File: src/rtl/apb_bridge_pkg.sv
package apb_bridge_pkg;

    typedef enum logic [2:0] {
        ST_IDLE,
        ST_CAPTURE,
        ST_SETUP,
        ST_ACCESS,
        ST_ERR_WAIT,
        ST_ERR_DONE
    } bridge_state_t;

    localparam logic [2:0] SZ_BYTE = 3'd0;
    localparam logic [2:0] SZ_HALF = 3'd1;
    localparam logic [2:0] SZ_WORD = 3'd2;

endpackage

File: src/rtl/apb_slot_decode.sv
module apb_slot_decode
    import apb_bridge_pkg::*;
#(
    parameter int ADDR_W    = 32,
    parameter int SLOT_BITS = 10,
    parameter int NUM_SLOTS = 128,
    parameter logic [ADDR_W-1:0]    BASE_ADDR = 32'h4000_0000,
    parameter logic [NUM_SLOTS-1:0] SLOT_MASK = {NUM_SLOTS{1'b1}},
    parameter int WO_FIRST  = 45,
    parameter int WO_LAST   = 50,
    localparam int IDX_W    = $clog2(NUM_SLOTS)
) (
    input  logic [ADDR_W-1:0] addr,
    input  logic [2:0]        size,
    output logic [IDX_W-1:0]  slot_idx,
    output logic              reject
);
    localparam int REGION_LSB = SLOT_BITS + IDX_W;
    localparam logic [IDX_W-1:0] WO_LO = IDX_W'(WO_FIRST);
    localparam logic [IDX_W-1:0] WO_HI = IDX_W'(WO_LAST);

    logic in_region;
    logic slot_used;
    logic in_window;
    logic too_wide;
    logic sub_word;

    always_comb begin
        slot_idx  = addr[REGION_LSB-1:SLOT_BITS];
        in_region = (addr[ADDR_W-1:REGION_LSB] == BASE_ADDR[ADDR_W-1:REGION_LSB]);
        slot_used = SLOT_MASK[slot_idx];
        in_window = (slot_idx >= WO_LO) && (slot_idx <= WO_HI);
        too_wide  = (size > SZ_WORD);
        sub_word  = (size != SZ_WORD);
        reject    = !in_region || !slot_used || too_wide || (in_window && sub_word);
    end

endmodule

File: src/rtl/apb_lane_replicate.sv
module apb_lane_replicate
    import apb_bridge_pkg::*;
(
    input  logic [31:0] narrow_data,
    input  logic [1:0]  lane,
    input  logic [2:0]  size,
    output logic [31:0] wide_data
);
    logic [7:0]  pick_b;
    logic [15:0] pick_h;

    always_comb begin
        unique case (lane)
            2'd0: pick_b = narrow_data[7:0];
            2'd1: pick_b = narrow_data[15:8];
            2'd2: pick_b = narrow_data[23:16];
            2'd3: pick_b = narrow_data[31:24];
            default: pick_b = narrow_data[7:0];
        endcase
        pick_h = lane[1] ? narrow_data[31:16] : narrow_data[15:0];
        if (size == SZ_BYTE)
            wide_data = {4{pick_b}};
        else if (size == SZ_HALF)
            wide_data = {2{pick_h}};
        else
            wide_data = narrow_data;
    end

endmodule

File: src/rtl/apb_lane_bridge.sv
module apb_lane_bridge
    import apb_bridge_pkg::*;
#(
    parameter int ADDR_W    = 32,
    parameter int SLOT_BITS = 10,
    parameter int NUM_SLOTS = 128,
    parameter logic [ADDR_W-1:0]    BASE_ADDR = 32'h4000_0000,
    parameter logic [NUM_SLOTS-1:0] SLOT_MASK = {1'b0, {(NUM_SLOTS-1){1'b1}}},
    parameter int WO_FIRST  = 45,
    parameter int WO_LAST   = 50
) (
    input  logic                 clk,
    input  logic                 rst_n,
    input  logic                 ahb_sel,
    input  logic [ADDR_W-1:0]    ahb_addr,
    input  logic [1:0]           ahb_trans,
    input  logic                 ahb_write,
    input  logic [2:0]           ahb_size,
    input  logic [31:0]          ahb_wdata,
    input  logic                 ahb_ready_in,
    output logic                 ahb_ready_out,
    output logic                 ahb_resp,
    output logic [31:0]          ahb_rdata,
    output logic [NUM_SLOTS-1:0] apb_sel,
    output logic                 apb_enable,
    output logic [ADDR_W-1:0]    apb_addr,
    output logic                 apb_write,
    output logic [31:0]          apb_wdata,
    input  logic                 apb_ready,
    input  logic [31:0]          apb_rdata
);
    localparam int IDX_W = $clog2(NUM_SLOTS);

    bridge_state_t state, state_nx;

    logic [ADDR_W-1:0] addr_q;
    logic              write_q;
    logic [2:0]        size_q;
    logic [IDX_W-1:0]  slot_q;
    logic [31:0]       wdata_q;

    logic [IDX_W-1:0]  dec_slot;
    logic              dec_reject;
    logic [31:0]       filled;
    logic              accept;
    logic              apb_open;
    bridge_state_t     route;

    apb_slot_decode #(
        .ADDR_W    (ADDR_W),
        .SLOT_BITS (SLOT_BITS),
        .NUM_SLOTS (NUM_SLOTS),
        .BASE_ADDR (BASE_ADDR),
        .SLOT_MASK (SLOT_MASK),
        .WO_FIRST  (WO_FIRST),
        .WO_LAST   (WO_LAST)
    ) u_decode (
        .addr     (ahb_addr),
        .size     (ahb_size),
        .slot_idx (dec_slot),
        .reject   (dec_reject)
    );

    apb_lane_replicate u_fill (
        .narrow_data (ahb_wdata),
        .lane        (addr_q[1:0]),
        .size        (size_q),
        .wide_data   (filled)
    );

    // transfer acceptance and the state it leads to
    always_comb begin
        accept = ahb_sel && ahb_trans[1] && ahb_ready_in && ahb_ready_out;
        if (dec_reject)
            route = ST_ERR_WAIT;
        else if (ahb_write)
            route = ST_CAPTURE;
        else
            route = ST_SETUP;
    end

    always_comb begin
        state_nx = state;
        unique case (state)
            ST_IDLE:     state_nx = accept ? route : ST_IDLE;
            ST_CAPTURE:  state_nx = ST_SETUP;
            ST_SETUP:    state_nx = ST_ACCESS;
            ST_ACCESS:   if (apb_ready) state_nx = accept ? route : ST_IDLE;
            ST_ERR_WAIT: state_nx = ST_ERR_DONE;
            ST_ERR_DONE: state_nx = accept ? route : ST_IDLE;
            default:     state_nx = ST_IDLE;
        endcase
    end

    // state register
    always_ff @(posedge clk or negedge rst_n) begin
        if (!rst_n)
            state <= ST_IDLE;
        else
            state <= state_nx;
    end

    // address-phase and data-phase capture
    always_ff @(posedge clk or negedge rst_n) begin
        if (!rst_n) begin
            addr_q  <= '0;
            write_q <= 1'b0;
            size_q  <= SZ_WORD;
            slot_q  <= '0;
            wdata_q <= '0;
        end else begin
            if (accept) begin
                addr_q  <= ahb_addr;
                write_q <= ahb_write;
                size_q  <= ahb_size;
                slot_q  <= dec_slot;
            end
            if (state == ST_CAPTURE)
                wdata_q <= filled;
        end
    end

    // outputs
    always_comb begin
        ahb_ready_out = 1'b1;
        ahb_resp      = 1'b0;
        apb_open      = 1'b0;
        apb_enable    = 1'b0;
        unique case (state)
            ST_IDLE:     ahb_ready_out = 1'b1;
            ST_CAPTURE:  ahb_ready_out = 1'b0;
            ST_SETUP: begin
                ahb_ready_out = 1'b0;
                apb_open      = 1'b1;
            end
            ST_ACCESS: begin
                ahb_ready_out = apb_ready;
                apb_open      = 1'b1;
                apb_enable    = 1'b1;
            end
            ST_ERR_WAIT: begin
                ahb_ready_out = 1'b0;
                ahb_resp      = 1'b1;
            end
            ST_ERR_DONE: begin
                ahb_ready_out = 1'b1;
                ahb_resp      = 1'b1;
            end
            default:     ahb_ready_out = 1'b1;
        endcase
        apb_addr  = {addr_q[ADDR_W-1:2], 2'b00};
        apb_write = write_q;
        apb_wdata = wdata_q;
        ahb_rdata = apb_rdata;
    end

    for (genvar g = 0; g < NUM_SLOTS; g++) begin : g_sel
        assign apb_sel[g] = apb_open && (slot_q == IDX_W'(g));
    end


    sel_onehot_chk: assert property (@(posedge clk) disable iff (!rst_n)
        $onehot0(apb_sel));


    setup_to_access_chk: assert property (@(posedge clk) disable iff (!rst_n)
        (|apb_sel && !apb_enable) |=> (apb_enable && $stable(apb_sel) && $stable(apb_addr)));


    access_hold_chk: assert property (@(posedge clk) disable iff (!rst_n)
        (apb_enable && !apb_ready) |=>
            (apb_enable && $stable(apb_addr) && $stable(apb_wdata) && $stable(apb_write)));


    wait_state_chk: assert property (@(posedge clk) disable iff (!rst_n)
        (|apb_sel && !(apb_enable && apb_ready)) |-> !ahb_ready_out);


    err_pair_chk: assert property (@(posedge clk) disable iff (!rst_n)
        (ahb_resp && !ahb_ready_out) |=> (ahb_resp && ahb_ready_out));


    err_quiet_chk: assert property (@(posedge clk) disable iff (!rst_n)
        ahb_resp |-> (apb_sel == '0));


    byte_fill_chk: assert property (@(posedge clk) disable iff (!rst_n)
        (apb_write && |apb_sel && size_q == SZ_BYTE) |->
            (apb_wdata[31:24] == apb_wdata[7:0] && apb_wdata[23:16] == apb_wdata[7:0]
             && apb_wdata[15:8] == apb_wdata[7:0]));

endmodule

File: config.mk
export PLATFORM = sky130hd
export DESIGN_NAME = apb_lane_bridge
export DESIGN_NICKNAME = d
export VERILOG_FILES = /design/src/rtl/apb_bridge_pkg.sv /design/src/rtl/apb_slot_decode.sv /design/src/rtl/apb_lane_replicate.sv /design/src/rtl/apb_lane_bridge.sv
export SDC_FILE = /design/constraint.sdc
export NUM_CORES = 1
export LEC_CHECK = 0
export BUFFER_PORTS_ARGS = -buffer_cell sky130_fd_sc_hd__buf_2
export CAP_MARGIN = 25
export CORE_AREA = 2 2 130 132
export CTS_BUF_LIST = sky130_fd_sc_hd__clkbuf_2
export CTS_CLUSTER_SIZE = 12
export DETAILED_ROUTE_END_ITERATION = 8
export DIE_AREA = 0 0 132 134
export GPL_TIMING_DRIVEN = 0
export PLACE_DENSITY = 0.68
export SYNTH_ARGS = -nofsm -noshare
export SYNTH_HDL_FRONTEND = slang
export SYNTH_HIERARCHICAL = 1
export SYNTH_SLANG_ARGS = --single-unit
File: constraint.sdc
create_clock -name clk -period 1.6 [get_ports clk]
set_clock_uncertainty 0.1 [all_clocks]
set_input_delay 0.32 -clock clk [delete_from_list [all_inputs] [get_ports clk]]
set_output_delay 0.32 -clock clk [all_outputs]
set_load 0.05 [all_outputs]
# Word level (Yosys, flattened, before mapping)
# Memories as Yosys holds them, arrays and structs flattened.
# Index checks and enable logic that the tools add are counted.
[word_totals] memories=1 input_bits=107 rom_bits=128 reg_bits=78 wordCells=310 output_inout_bits=228
[mem_list] memory="(no name shown)" depth=128 word_bits=1 rd=1 rd_clocked_by_memory_dff=0 wr=0 line_no="apb_slot_decode.sv:31" source="slot_used = SLOT_MASK[slot_idx];"
[classes] magnitude_cmp=4 reduce_logical=146 n_mux=14 n_eq_ne=139
[ops] cell="7-bit equality test (second input constant)" n=64
[ops] cell="7-bit by 6-bit equality test with 1-bit output (second input constant)" n=32
[ops] cell="1-bit logical AND" n=133
[ops] cell="7-bit by 5-bit equality test with 1-bit output (second input constant)" n=16
[ops] cell="32-bit 2-to-1 mux" n=2
[ops] cell="7-bit by 4-bit equality test with 1-bit output (second input constant)" n=8
[ops] cell="8-bit case mux with 4 select lines" n=1
[ops] cell="7-bit by 3-bit equality test with 1-bit output (second input constant)" n=4
[ops] cell="16-bit 2-to-1 mux" n=1
[ops] cell="15-bit by 14-bit equality test with 1-bit output (second input constant)" n=1
[ops] cell="3-bit case mux with 5 select lines" n=1
[ops] cell="7-bit by 2-bit equality test with 1-bit output (second input constant)" n=2
[ops] cell="3-bit 2-to-1 mux" n=3
[ops] cell="7-bit by 8-bit less-than comparator with 1-bit output (second input constant)" n=1
[ops] cell="7-bit by 1-bit equality test with 1-bit output (second input constant)" n=1
[ops] cell="7-bit by 6-bit >= comparator with 1-bit output (second input constant)" n=1
[ops] cell="7-bit by 6-bit less-or-equal comparator with 1-bit output (second input constant)" n=1
[ops] cell="7-bit logical NOT" n=1
[ops] cell="3-bit by 1-bit equality test with 1-bit output (second input constant)" n=2
[ops] cell="3-bit by 2-bit equality test with 1-bit output (second input constant)" n=2
[ops] cell="3-bit equality test (second input constant)" n=2
[ops] cell="3-bit logical NOT" n=2
[ops] cell="2-bit OR reduction" n=3
[ops] cell="2-bit equality test (second input constant)" n=2
[ops] cell="11 further kinds" n=17

# Longest topological paths before layout
# Gate-level depths: netlist of the first run.
[depth] ltp_word=10 depth_mapped=7 depth_no_buf=7

# By module
# The synthesis of the first run kept the hierarchy.
[by_module_without_submodules] mod="apb_lane_bridge" instances=1 area_per_inst_um2=4580.6 seq_area_each_um2=1953.1 cells_each=453
[by_module_without_submodules] mod="apb_lane_replicate" instances=1 area_per_inst_um2=740.7 seq_area_each_um2=0.0 cells_each=109
[by_module_without_submodules] mod="apb_slot_decode" instances=1 area_per_inst_um2=178.9 seq_area_each_um2=0.0 cells_each=24

# Worst setup path before layout of the first run
# No wires, ideal clock.
[synth_timing] kind="register to output" start="register state[1]" end="output apb_sel[35]" setup_slack_ns=-1.253 stages_incl_launch_ff=6 required_ns=1.180 t_arrival_ns=2.433 cell_sequence="dfrtp_1 -> buf_4 -> nor2b_1 -> buf_4 -> nand3_2 -> nor4_1"
[synth_between] elab_chain_cells=4 elab_cells_between_ends=5 cone_classes="2 x eq/ne; 1 x mux; 2 x reduce/logical"
[synth_rtl] item="start: declaration" line_no="apb_lane_bridge.sv:34" source="bridge_state_t state, state_nx;"
[synth_rtl] item="start signal: assignment" line_no="apb_lane_bridge.sv:100" source="state <= state_nx;"
[synth_rtl] item="3-bit by 2-bit equality test with 1-bit output" line_no="apb_lane_bridge.sv:129" source="unique case (state)"
[synth_rtl] item="2-bit OR reduction (no line) (*)"
[synth_rtl] item="1-bit 2-to-1 mux (*)" line_no="apb_lane_bridge.sv:129"
[synth_rtl] item="1-bit logical AND (*)" line_no="apb_lane_bridge.sv:158" source="assign apb_sel[g] = apb_open && (slot_q == IDX_W'(g));"
[synth_rtl] item="end: declaration" line_no="apb_lane_bridge.sv:24" source="output logic [NUM_SLOTS-1:0] apb_sel,"
# Mark *: on every way between the ends. The rest lies on a longest branch, timed or not.

# Worst setup path in the final report of the first run
[layout_timing] start="register state[1]" end="output apb_sel[44]"
# Same word-level chain as after synthesis.

==> impl_results.md, run 1 <==
* CP endpoint kind: output port
* Status: finished, violations left
* Seq pwr share at 16.8%
* CP dominant cell by count: buf_6
* I/O Buffers at 299
* Switching part of the total power at 50.1%
* Final HPWL DP at 15000 um
* Cell Area, Synth at 0.00550 mm2
* CTS tree: yes
* Crit start category: flop
* Synth Register Bits at 78
* Crit-path max FO at 5
* Fmax at 379 MHz
* CP Data Arrival Time at 2220 ps
* Clk pwr share at 4.3%
* Worst-Skew Late Latency at 550 ps
* Worst path required time at 1180 ps
* Syn Area/Cell at 9.39 um2
* DR WL/cell at 21.2 um
* DR DRC count at 0
* Distinct cells, synth at 48
* Gr ovfl total at 0
* Final setup viols at 224
* Root buf cell: clkbuf_2
* CP Cell Sequence: buf_6 > nor2b_4 > buf_8 > buf_6 > nand3_4 > buf_6 > nor4_4 > buf_6
* Worst R2R Setup Slack at -560 ps
* Final hold slack at 42.5 ps
* Largest net degree at the start of global routing at 57
* Initial core utilization at 33.8%
* RePlAce Congestion at 0.867
* Clk buf depth at 2
* Post-synth EDFFs at 0
* P_int at 11.3 mW
* Post-synth top cells: nor2_1 (129), buf_4 (79), dfrtp_1 (77), mux2_4 (50), nand2_1 (49)
* Sink Count at 78
* Final Hold Viols at 0
* Post-route ant nets at 0
* Via count at 6479
* Least-Margin Pin Slew at 660 ps
* Max incr delay on CP at 430 ps
* P&R area growth vs syn at 124%
* Initial antenna violation count at 2
* Nets@finish at 1164
* Peak VDD IR at 1.50 mV
* Area share of the largest cell type after synthesis at 35.0%
* Final slew viol count at 0
* Seq/Total Area, Yosys at 35.5%
* Reg clk slew, reported paths at 260 ps
* PnR worst setup slack at -1040 ps
* Horiz. Die Dim at 132 um
* Hold WC Path Type: in2reg
* Async SR Flop Fraction at 100%
* Buf/Inv on CP at 5
* Crit path kind: reg2out
* Leading area contributor after synthesis: dfrtp_1
* RSZ-0062 raised after global routing: yes
* Logic pwr share at 78.9%
* Power per Cell Area at 1840 mW/mm2
* Core area at 0.0163 mm2
* Inserted Clock Buffers at 9
* Post-Syn Instances at 586
* First-pass GRT wire length at 39800 um
* Top-count cell post-synth: nor2_1
* Iter 0 DRT Violations at 339
* Drt via density at 5.05
* P_sw at 11.4 mW
* I/O Pins at 335
* Gr usage total at 28.7%
* Util after Layout at 75.8%
* Failing checks: setup timing
* DIE HEIGHT at 134 um
* Share of post-route cells with drive strength above 1 at 73.6%
* Slowest cell on crit path: dfrtp_1
* Max transition margin at 55.9%
* Drt total wl at 27200 um
* Total Power at 22.7 mW
* Full die area at 0.0177 mm2
* Post-layout minimum cycle time at 2640 ps
* Vias in the first global route at 6882
* Lkg Pwr at 5.48 nW
* CP top delay family: buffers and inverters
* Final period utilization at 165%
* Prevailing post-synth register cell: dfrtp_1
* Row cnt at 47
* H-Tree Depth at 3
* YS warnings at 6
* Max-Cap Viols at 0
* DR pass1 iterations at 5
* Top cells by area, synth: dfrtp_1 (35%), mux2_4 (14%), buf_4 (11%)
-- power by group through the flow --
stage	clock [mW]	sequential [mW]	combinational (mW)
finish	0.977	3.81	17.9
global route	1.06	3.91	18.5
CTS	0.998	3.73	16.9
detailed placement	0	3.51	12.0
global placement	0	3.51	11.9
floorplan	0	4.90	8.26
-- layer usage --
metal / track usage (%) / vias to the layer above / routed length, um
li1: - / 2853 / -
met1: 31.0 / 3158 / 9460
met2: 53.6 / 389 / 14500
met3: 7.14 / 79 / 2010
met4: 11.8 / 0 / 1280
met5: 0 / - / 0
-- sequential cells by signal (all words and copies together) (netlist names) --
name,cells
size_q,3
addr_q,32
state,3
slot_q,7
apb_write,1
apb_wdata,32
-- tightest hold or removal path, cell delays in order --
cell and delay (ps):
buf_2 90, nand2_1 40, o21ai_1 80, mux2_4 150
-- path summary, 6_finish.rpt --
kind / from / to / depth (start not counted)
max: state[1] / apb_sel[44] / 8
max reg2reg: state[1] / addr_q[11] / 9
min in group asynchronous: rst_n / apb_wdata[6] / 2
min reg2reg: size_q[2] / size_q[2] / 1
min: ahb_wdata[4] / apb_wdata[4] / 4
max in group asynchronous: rst_n / size_q[1] / 3
-- final cells by class --
| type | instances | area, um2 |
|---|---|---|
| timing repair buffer | 480 | 4950 |
| clock inverter | 7 | 47.5 |
| buffer | 93 | 911 |
| fill | 949 | 3950 |
| tap | 220 | 275 |
| sequential | 78 | 1950 |
| antenna | 2 | 5.00 |
| clock buffer | 9 | 45.0 |
| inverter | 2 | 12.5 |
| multi-input combinational | 393 | 4140 |
-- what timing repair did --
action | 4_1_cts | 5_1_grt
hold buffers | 64 | 0
setup endpoints to repair | 266 | 270
setup buffers | 69 | 47
gates cloned | 10 | 1
pin swaps | 64 | 26
hold endpoints to repair | 137 | 0
gates resized for setup | 629 | 97
-- per-stage QoR --
step                worst slack [ps]  area, um2  std cells  setup TNS [ps]
CTS                            -1050      11900       1255         -157620
global route                   -1150      12300       1284         -180500
global placement                -930       8210       1106         -141830
floorplan                       -554       6440        587          -54710
finish                         -1040      12300       1284         -160020
detailed placement              -937       8240       1107         -106770
-- cell families (layout without fill, tap and decap cells) --
| family | count (synthesis) | count (layout) | synth area share (%) |
|---|---|---|---|
| AOI/OAI and AO/OA | 45 | 45 | 4.87 |
| other | 1 | 4 | 0.0682 |
| adders and majority gates | 1 | 1 | 0.182 |
| buffers and inverters | 117 | 591 | 14.6 |
| DFF | 78 | 78 | 35.5 |
| muxes | 108 | 108 | 25.1 |
| xor gates and xnor gates | 1 | 1 | 0.159 |
| and+or+nand+nor | 235 | 236 | 19.4 |
-- cells in the final DEF, fill, tap and decap left out, types with 5 or more instances in the layout --
cell type      instances
buf_12                22
buf_2                109
buf_4                110
buf_6                150
buf_8                100
clkbuf_2              14
clkbuf_8               7
dfrtp_1               76
dlygate4sd3_1         64
mux2_2                 9
mux2_4                82
mux2i_1               17
nand2_1               46
nand3_1                8
nand3_4               11
nand4_1                8
nor2_4               127
nor2b_1                5
nor4_4                 5
o21ai_0               13
o21ai_1               21
No activity file was read; power rests on OpenSTA's default activity.
==> inputs of run 2 (changes only) <==
- CORE_AREA: 2 2 130 132 -> 2 2 155 96
- CTS_BUF_LIST: sky130_fd_sc_hd__clkbuf_2 -> unset
- DIE_AREA: 0 0 132 134 -> 0 0 157 98
- PLACE_DENSITY: 0.68 -> 0.77
==> run 2 against run 1 <==
  * Cell count decreased by 8.0%
  * Combinational power decreased by 5%
  * Global-route usage increased by 4.7 points
  * The flow still finishes with violations (setup timing)
  * Wire length decreased by 1.5%
  * Critical endpoint is now apb_sel[52]
  * Fmax increased by 13%
  * Sequential power decreased by 3%
  * Clock power increased by 120%
  * Hold slack improved by 65 ps
  * Non-clock buffer count decreased by 80
  * Die area decreased by 13%
  * Via count decreased by 4.9%
==> impl_results.md, run 2 (synthesized netlist as in run 1, its figures left out) <==
* Iter 0 DRT Violations at 388 (+14%)
* P&R area growth vs syn at 110%
* Design area at 0.0116 mm2 (-6.3%)
* Met2 wire length at 13200 um (-8.7%)
* Final period utilization at 146% (-19 points)
* DIE HEIGHT at 98 um (-27%)
* PnR worst setup slack at -741 ps (+298 ps)
* Sink Count at 78 (unchanged)
* Worst-Skew Late Latency at 340 ps (-210 ps)
* Initial core utilization at 39.1% (+5.3 points)
* DR WL/cell at 22.7 um (+7.1%)
* CP endpoint kind: output port
* Final HPWL DP at 14600 um (-2.8%)
* CTS tree: yes
* Drt total wl at 26800 um (-1.5%)
* Core area at 0.0141 mm2 (-14%)
* Largest net degree at the start of global routing at 58 (+1.8%)
* Placed Cells incl. Taps at 1085 (-2.0%)
* Failing checks: setup timing
* Lkg Pwr at 5.20 nW (-5.0%)
* Share of post-route cells with drive strength above 1 at 79.7% (+6.1 points)
* Status: finished, violations left
* Final hold slack at 107 ps (+64.7 ps)
* Gr ovfl total at 0 (unchanged)
* Gr usage total at 33.5% (+4.7 points)
* Placed cell area at 0.00822 mm2 (-0.33%)
* Full die area at 0.0154 mm2 (-13%)
* Total Power at 22.8 mW (+0.44%)
* Setup TNS at -109220 ps (+50800 ps)
* Final Hold Viols at 0 (unchanged)
* Crit start category: flop
* Met1 wire length at 10700 um (+14%)
* Max incr delay on CP at 360 ps (-70 ps)
* I/O Pins at 335 (unchanged)
* Vias in the first global route at 6413 (-6.8%)
* Reg clk slew, reported paths at 60 ps (-200 ps)
* Most frequent cells in the layout: buf_2 (162), nor2_4 (127), buf_4 (110)
* Hold WC Path Type: in2reg
* Post-layout minimum cycle time at 2340 ps (-298 ps)
* Crit-path max FO at 10 (+5)
* Root buf cell: clkbuf_16
* Most common cell after layout, fill and taps aside: buf_2
* Slowest cell on crit path: dfrtp_1
* RePlAce Congestion at 0.862 (-0.63%)
* Drt via density at 5.22 (+3.4%)
* Clk buf depth at 2 (unchanged)
* H-Tree Depth at 3 (unchanged)
* Final setup viols at 209 (-6.7%)
* Final slew viol count at 0 (unchanged)
* Fmax at 427 MHz (+13%)
* CP dominant cell by count: buf_8
* CP Cell Sequence: buf_6 > nor2b_4 > buf_8 > nand4b_4 > buf_8 > nor2_4 > buf_4
* Max-Cap Viols at 0 (unchanged)
* Worst path required time at 1180 ps (about the same)
* Inserted Clock Buffers at 9 (unchanged)
* First-pass GRT wire length at 38500 um (-3.2%)
* Row cnt at 34 (-28%)
* Initial antenna violation count at 1 (-1)
* Via count at 6160 (-4.9%)
* Crit path kind: reg2out
* Post-route ant nets at 0 (unchanged)
* I/O Buffers at 299 (unchanged)
* Horiz. Die Dim at 157 um (+19%)
* DR top layer: met4
* Layout Cells excl Fill at 1181 (-8.0%)
* CP Data Arrival Time at 1920 ps (-300 ps)
* Metal3 WL at 1700 um (-15%)
* Power per Cell Area at 1970 mW/mm2 (+7.2%)
* DR DRC count at 0 (unchanged)
* Nets@finish at 1084 (-6.9%)
* DR pass1 iterations at 5 (unchanged)
* Peak VDD IR at 1.35 mV (-9.6%)
* RSZ-0062 raised after global routing: yes
==> run 2: cell types whose count changed in the layout (fill, tap and decap cells not counted), sizes merged <==
| cell | change |
|---|---|
| dlygate4sd3 | -63 |
| buf | -16 |
| inv | -2 |
| bufinv | +1 |
| diode | -1 |
==> run 2: layer usage <==
layer	track usage, %	up-vias
met3	6.30	85
met5	0	-
met4	13.8	0
li1	-	2693
met1	44.1	3039
met2	54.3	343
==> run 2: timing repair <==
action                                  CTS  global route
cloned                                   16             0
hold buffers                              1             0
buffers inserted                         57            11
pin swaps                                63            75
gates resized for setup                 452           143
endpoints found under the setup margin  206           210
hold endpoints to repair                 21             0
==> run 2: power breakdown <==
part	internal [mW]	switching [mW]	leakage [nW]
Sequential	2.98	0.695	0.939
Combinational	7.07	9.91	4.11
Clock	1.26	0.868	0.145
Total	11.3	11.5	5.20
==> run 2: critical path: cells and delay by family (launching register included) <==
kind / cells / cell delay, ps
flops: 1 / 360
buf+inv: 4 / 710
simple gates: 3 / 490
==> run 2: path summary, 6_finish.rpt <==
kind                               from           end  slack [ps]  cells after the start
max reg2reg                    state[1]     addr_q[7]        -410                      8
max                            state[1]   apb_sel[52]        -740                      7
min reg2reg                apb_wdata[0]  apb_wdata[0]         400                      1
max in group asynchronous         rst_n     size_q[1]         450                      3
min in group asynchronous         rst_n     addr_q[2]         340                      2
min                         ahb_addr[5]     addr_q[5]         110                      2
==> run 2: layout make-up <==
cell class | instances | area (um2)
multi-input combinational | 393 | 4260
timing repair buffer | 381 | 3670
fill | 806 | 2510
sequential | 78 | 1960
buffer | 112 | 1100
tap | 198 | 248
clock buffer | 10 | 239
clock inverter | 6 | 71.3
inverter | 2 | 10.0
antenna | 1 | 2.50
==> run 2: per-stage QoR <==
step                      worst slack [ps]  utilization [%]
after floorplan                       -554                -
after global placement                -791             58.1
after detailed placement              -841             58.3
after CTS                             -647             78.2
after global routing                  -791             82.1
final                                 -741             82.1
==> inputs of run 3 (changes only) <==
- BUFFER_PORTS_ARGS: -buffer_cell sky130_fd_sc_hd__buf_2 -> -buffer_cell sky130_fd_sc_hd__clkbuf_2
- PLACE_DENSITY: 0.77 -> 0.79
==> run 3 against run 2 <==
  * The run still ends with setup timing left
  * Total power is 1.7% higher
  * Clock-buffer cell count fell by 1
  * Clock power down 2%
  * Combinational power up 2%
  * Register-to-register slack got worse by 150 ps
  * Non-clock buffer count grew 6
  * Wire length grew 7.1%
  * Via count grew 3.5%
  * Hold slack lost 7.3 ps
  * Design area up 1.8%
  * Critical endpoint is now apb_sel[44]
  * Sequential share of layout area down 0.29 points
==> impl_results.md, run 3 (synthesized netlist as in run 1, its figures left out) <==
* Horiz. Die Dim at 157 um (unchanged)
* Clk buf depth at 2 (unchanged)
* Drt total wl at 28700 um (+7.1%)
* Core area at 0.0141 mm2 (unchanged)
* Post-layout minimum cycle time at 2440 ps (+99.6 ps)
* Final slew viol count at 0 (unchanged)
* RePlAce Congestion at 0.863 (about the same)
* Fmax at 410 MHz (-4.1%)
* DR WL/cell at 24.2 um (+6.6%)
* Pre-CTS setup slack at -837 ps (+4.03 ps)
* Failing checks: setup timing
* Gr ovfl total at 0 (unchanged)
* DIE HEIGHT at 98 um (unchanged)
* Met2 wire length at 14000 um (+6.1%)
* Full die area at 0.0154 mm2 (unchanged)
* Crit start category: flop
* CP Data Arrival Time at 2020 ps (+100 ps)
* PnR worst setup slack at -841 ps (-99.6 ps)
* DR DRC count at 0 (unchanged)
* Nets@finish at 1090 (+0.55%)
* Most frequent cells in the layout: clkbuf_2 (171), nor2_4 (128), buf_8 (112)
* CTS tree: yes
* Initial core utilization at 39.1% (unchanged)
* Drt via density at 5.38 (+3.1%)
* DR top layer: met4
* Share of post-route cells with drive strength above 1 at 79.6% (-0.18 points)
* Largest net degree at the start of global routing at 51 (-12%)
* Reg clk slew, reported paths at 70 ps (about the same)
* Vias in the first global route at 6448 (+0.55%)
* RSZ-0062 raised after global routing: yes
* Iter 0 DRT Violations at 385 (-0.77%)
* Worst setup path startpoint: slot_q[4]
* P&R area growth vs syn at 114%
* Power per Cell Area at 1970 mW/mm2 (-0.11%)
* Final hold slack at 99.9 ps (-7.35 ps)
* Max-Cap Viols at 0 (unchanged)
* H-Tree Depth at 3 (unchanged)
* Worst R2R Setup Slack at -560 ps (-150 ps)
* Worst path required time at 1180 ps (about the same)
* Final HPWL DP at 14900 um (+2.3%)
* CP Cell Sequence: buf_6 > buf_4 > nor2_2 > nand3_4 > buf_12 > nor4_4 > clkbuf_8
* Status: finished, violations left
* Layout fillers at 758 (-6.0%)
* Most common cell after layout, fill and taps aside: clkbuf_2
* Worst-Skew Late Latency at 340 ps (about the same)
* Via count at 6376 (+3.5%)
* Post-route ant nets at 0 (unchanged)
* Max incr delay on CP at 390 ps (+30 ps)
* I/O Pins at 335 (unchanged)
* Met1 wire length at 11100 um (+3.4%)
* Root buf cell: clkbuf_16
* Final Hold Viols at 0 (unchanged)
* Layout Cells excl Fill at 1186 (+0.42%)
* Sink Count at 78 (unchanged)
* Lkg Pwr at 5.27 nW (+1.4%)
* Crit-path max FO at 8 (-2)
* CP endpoint kind: output port
* Setup TNS at -122440 ps (-13220 ps)
* Row cnt at 34 (unchanged)
* Total Power at 23.2 mW (+1.7%)
* First-pass GRT wire length at 39100 um (+1.6%)
* Gr usage total at 34.2% (+0.72 points)
* Peak VDD IR at 1.46 mV (+8.2%)
* Hold WC Path Type: in2reg
* Final period utilization at 153% (+6.2 points)
* Placed Cells incl. Taps at 1085 (unchanged)
* Ant. Diodes at 0 (-1)
* R2R depth at 9 (+1)
* DR pass1 iterations at 4 (-1)
* I/O Buffers at 299 (unchanged)
* Slowest cell on crit path: dfrtp_1
* Reg2Reg Capture Point: addr_q[29]
* Inserted Clock Buffers at 9 (unchanged)
* Initial antenna violation count at 0 (-1)
* Final setup viols at 209 (unchanged)
* Worst R2R Start: state[1]
* Crit path kind: reg2out
* Critical Path End: apb_sel[44]
* Metal3 WL at 1830 um (+8.1%)
[run 3: cell count changes in the layout (fill, tap and decap cells not counted), moves of 4 or more]
cell,before,now
buf_8,71,112
mux2i_2,7,0
clkbuf_2,4,171
buf_2,162,2
clkbuf_8,6,36
mux2i_1,9,14
mux2_2,2,8
buf_6,100,44
buf_16,12,8
buf_4,110,98
mux2_4,89,83
[run 3: layout make-up]
type                    instances  area [um2]  area share (%)
multi-input cells             393        4230            35.9
flip-flops and latches         78        1960            16.6
plain buffers                 107        1050            8.96
clock inverters                 7        75.1           0.637
clock buffers                   9         225            1.91
inverters                       2        10.0          0.0850
repair buffers                392        3980            33.8
well taps                     198         248            2.10
[run 3: through the flow]
stage / util (%) / cell area [um2]
final: 83.6 / 11800
after global routing: 83.6 / 11800
after CTS: 78.8 / 11100
after detailed placement: 58.3 / 8220
after global placement: 58.1 / 8190
after floorplan: - / 6440
[run 3: per-layer routing]
| layer | global-route usage (%) | up-vias |
|---|---|---|
| li1 | - | 2713 |
| met1 | 42.7 | 3147 |
| met2 | 55.6 | 389 |
| met3 | 6.26 | 127 |
| met4 | 19.7 | 0 |
| met5 | 0 | - |
[run 3: power breakdown]
group	switching [mW]	internal (mW)	leakage, nW
logic	10.2	7.20	4.19
registers	0.703	2.98	0.938
clock network	0.979	1.11	0.145
total	11.9	11.3	5.27
[run 3: worst max-delay path: cells and delay by family (launching register included)]
family                 cells  cell delay (ps)
buffers and inverters      4              710
DFF                        1              390
and+or+nand+nor            3              580
[run 3: how the worst min path moves through the flow]
| stage | startpoint | to | depth (start not counted) |
|---|---|---|---|
| after global placement | apb_wdata[23] | apb_wdata[23] | 1 |
| after global routing | ahb_addr[4] | addr_q[4] | 2 |
| after detailed placement | rst_n | addr_q[1] | 1 |
| after floorplan | rst_n | addr_q[0] | 0 |
| final | ahb_addr[8] | addr_q[8] | 2 |
| after CTS | ahb_addr[8] | addr_q[8] | 2 |
[run 3: timing repair]
item / in CTS / in global routing
hold buffers: 1 / 0
setup buffers: 54 / 27
pin swaps: 63 / 59
gates resized for setup: 429 / 226
setup endpoints to repair: 206 / 209
cloned: 14 / 3
hold endpoints to repair: 28 / 0
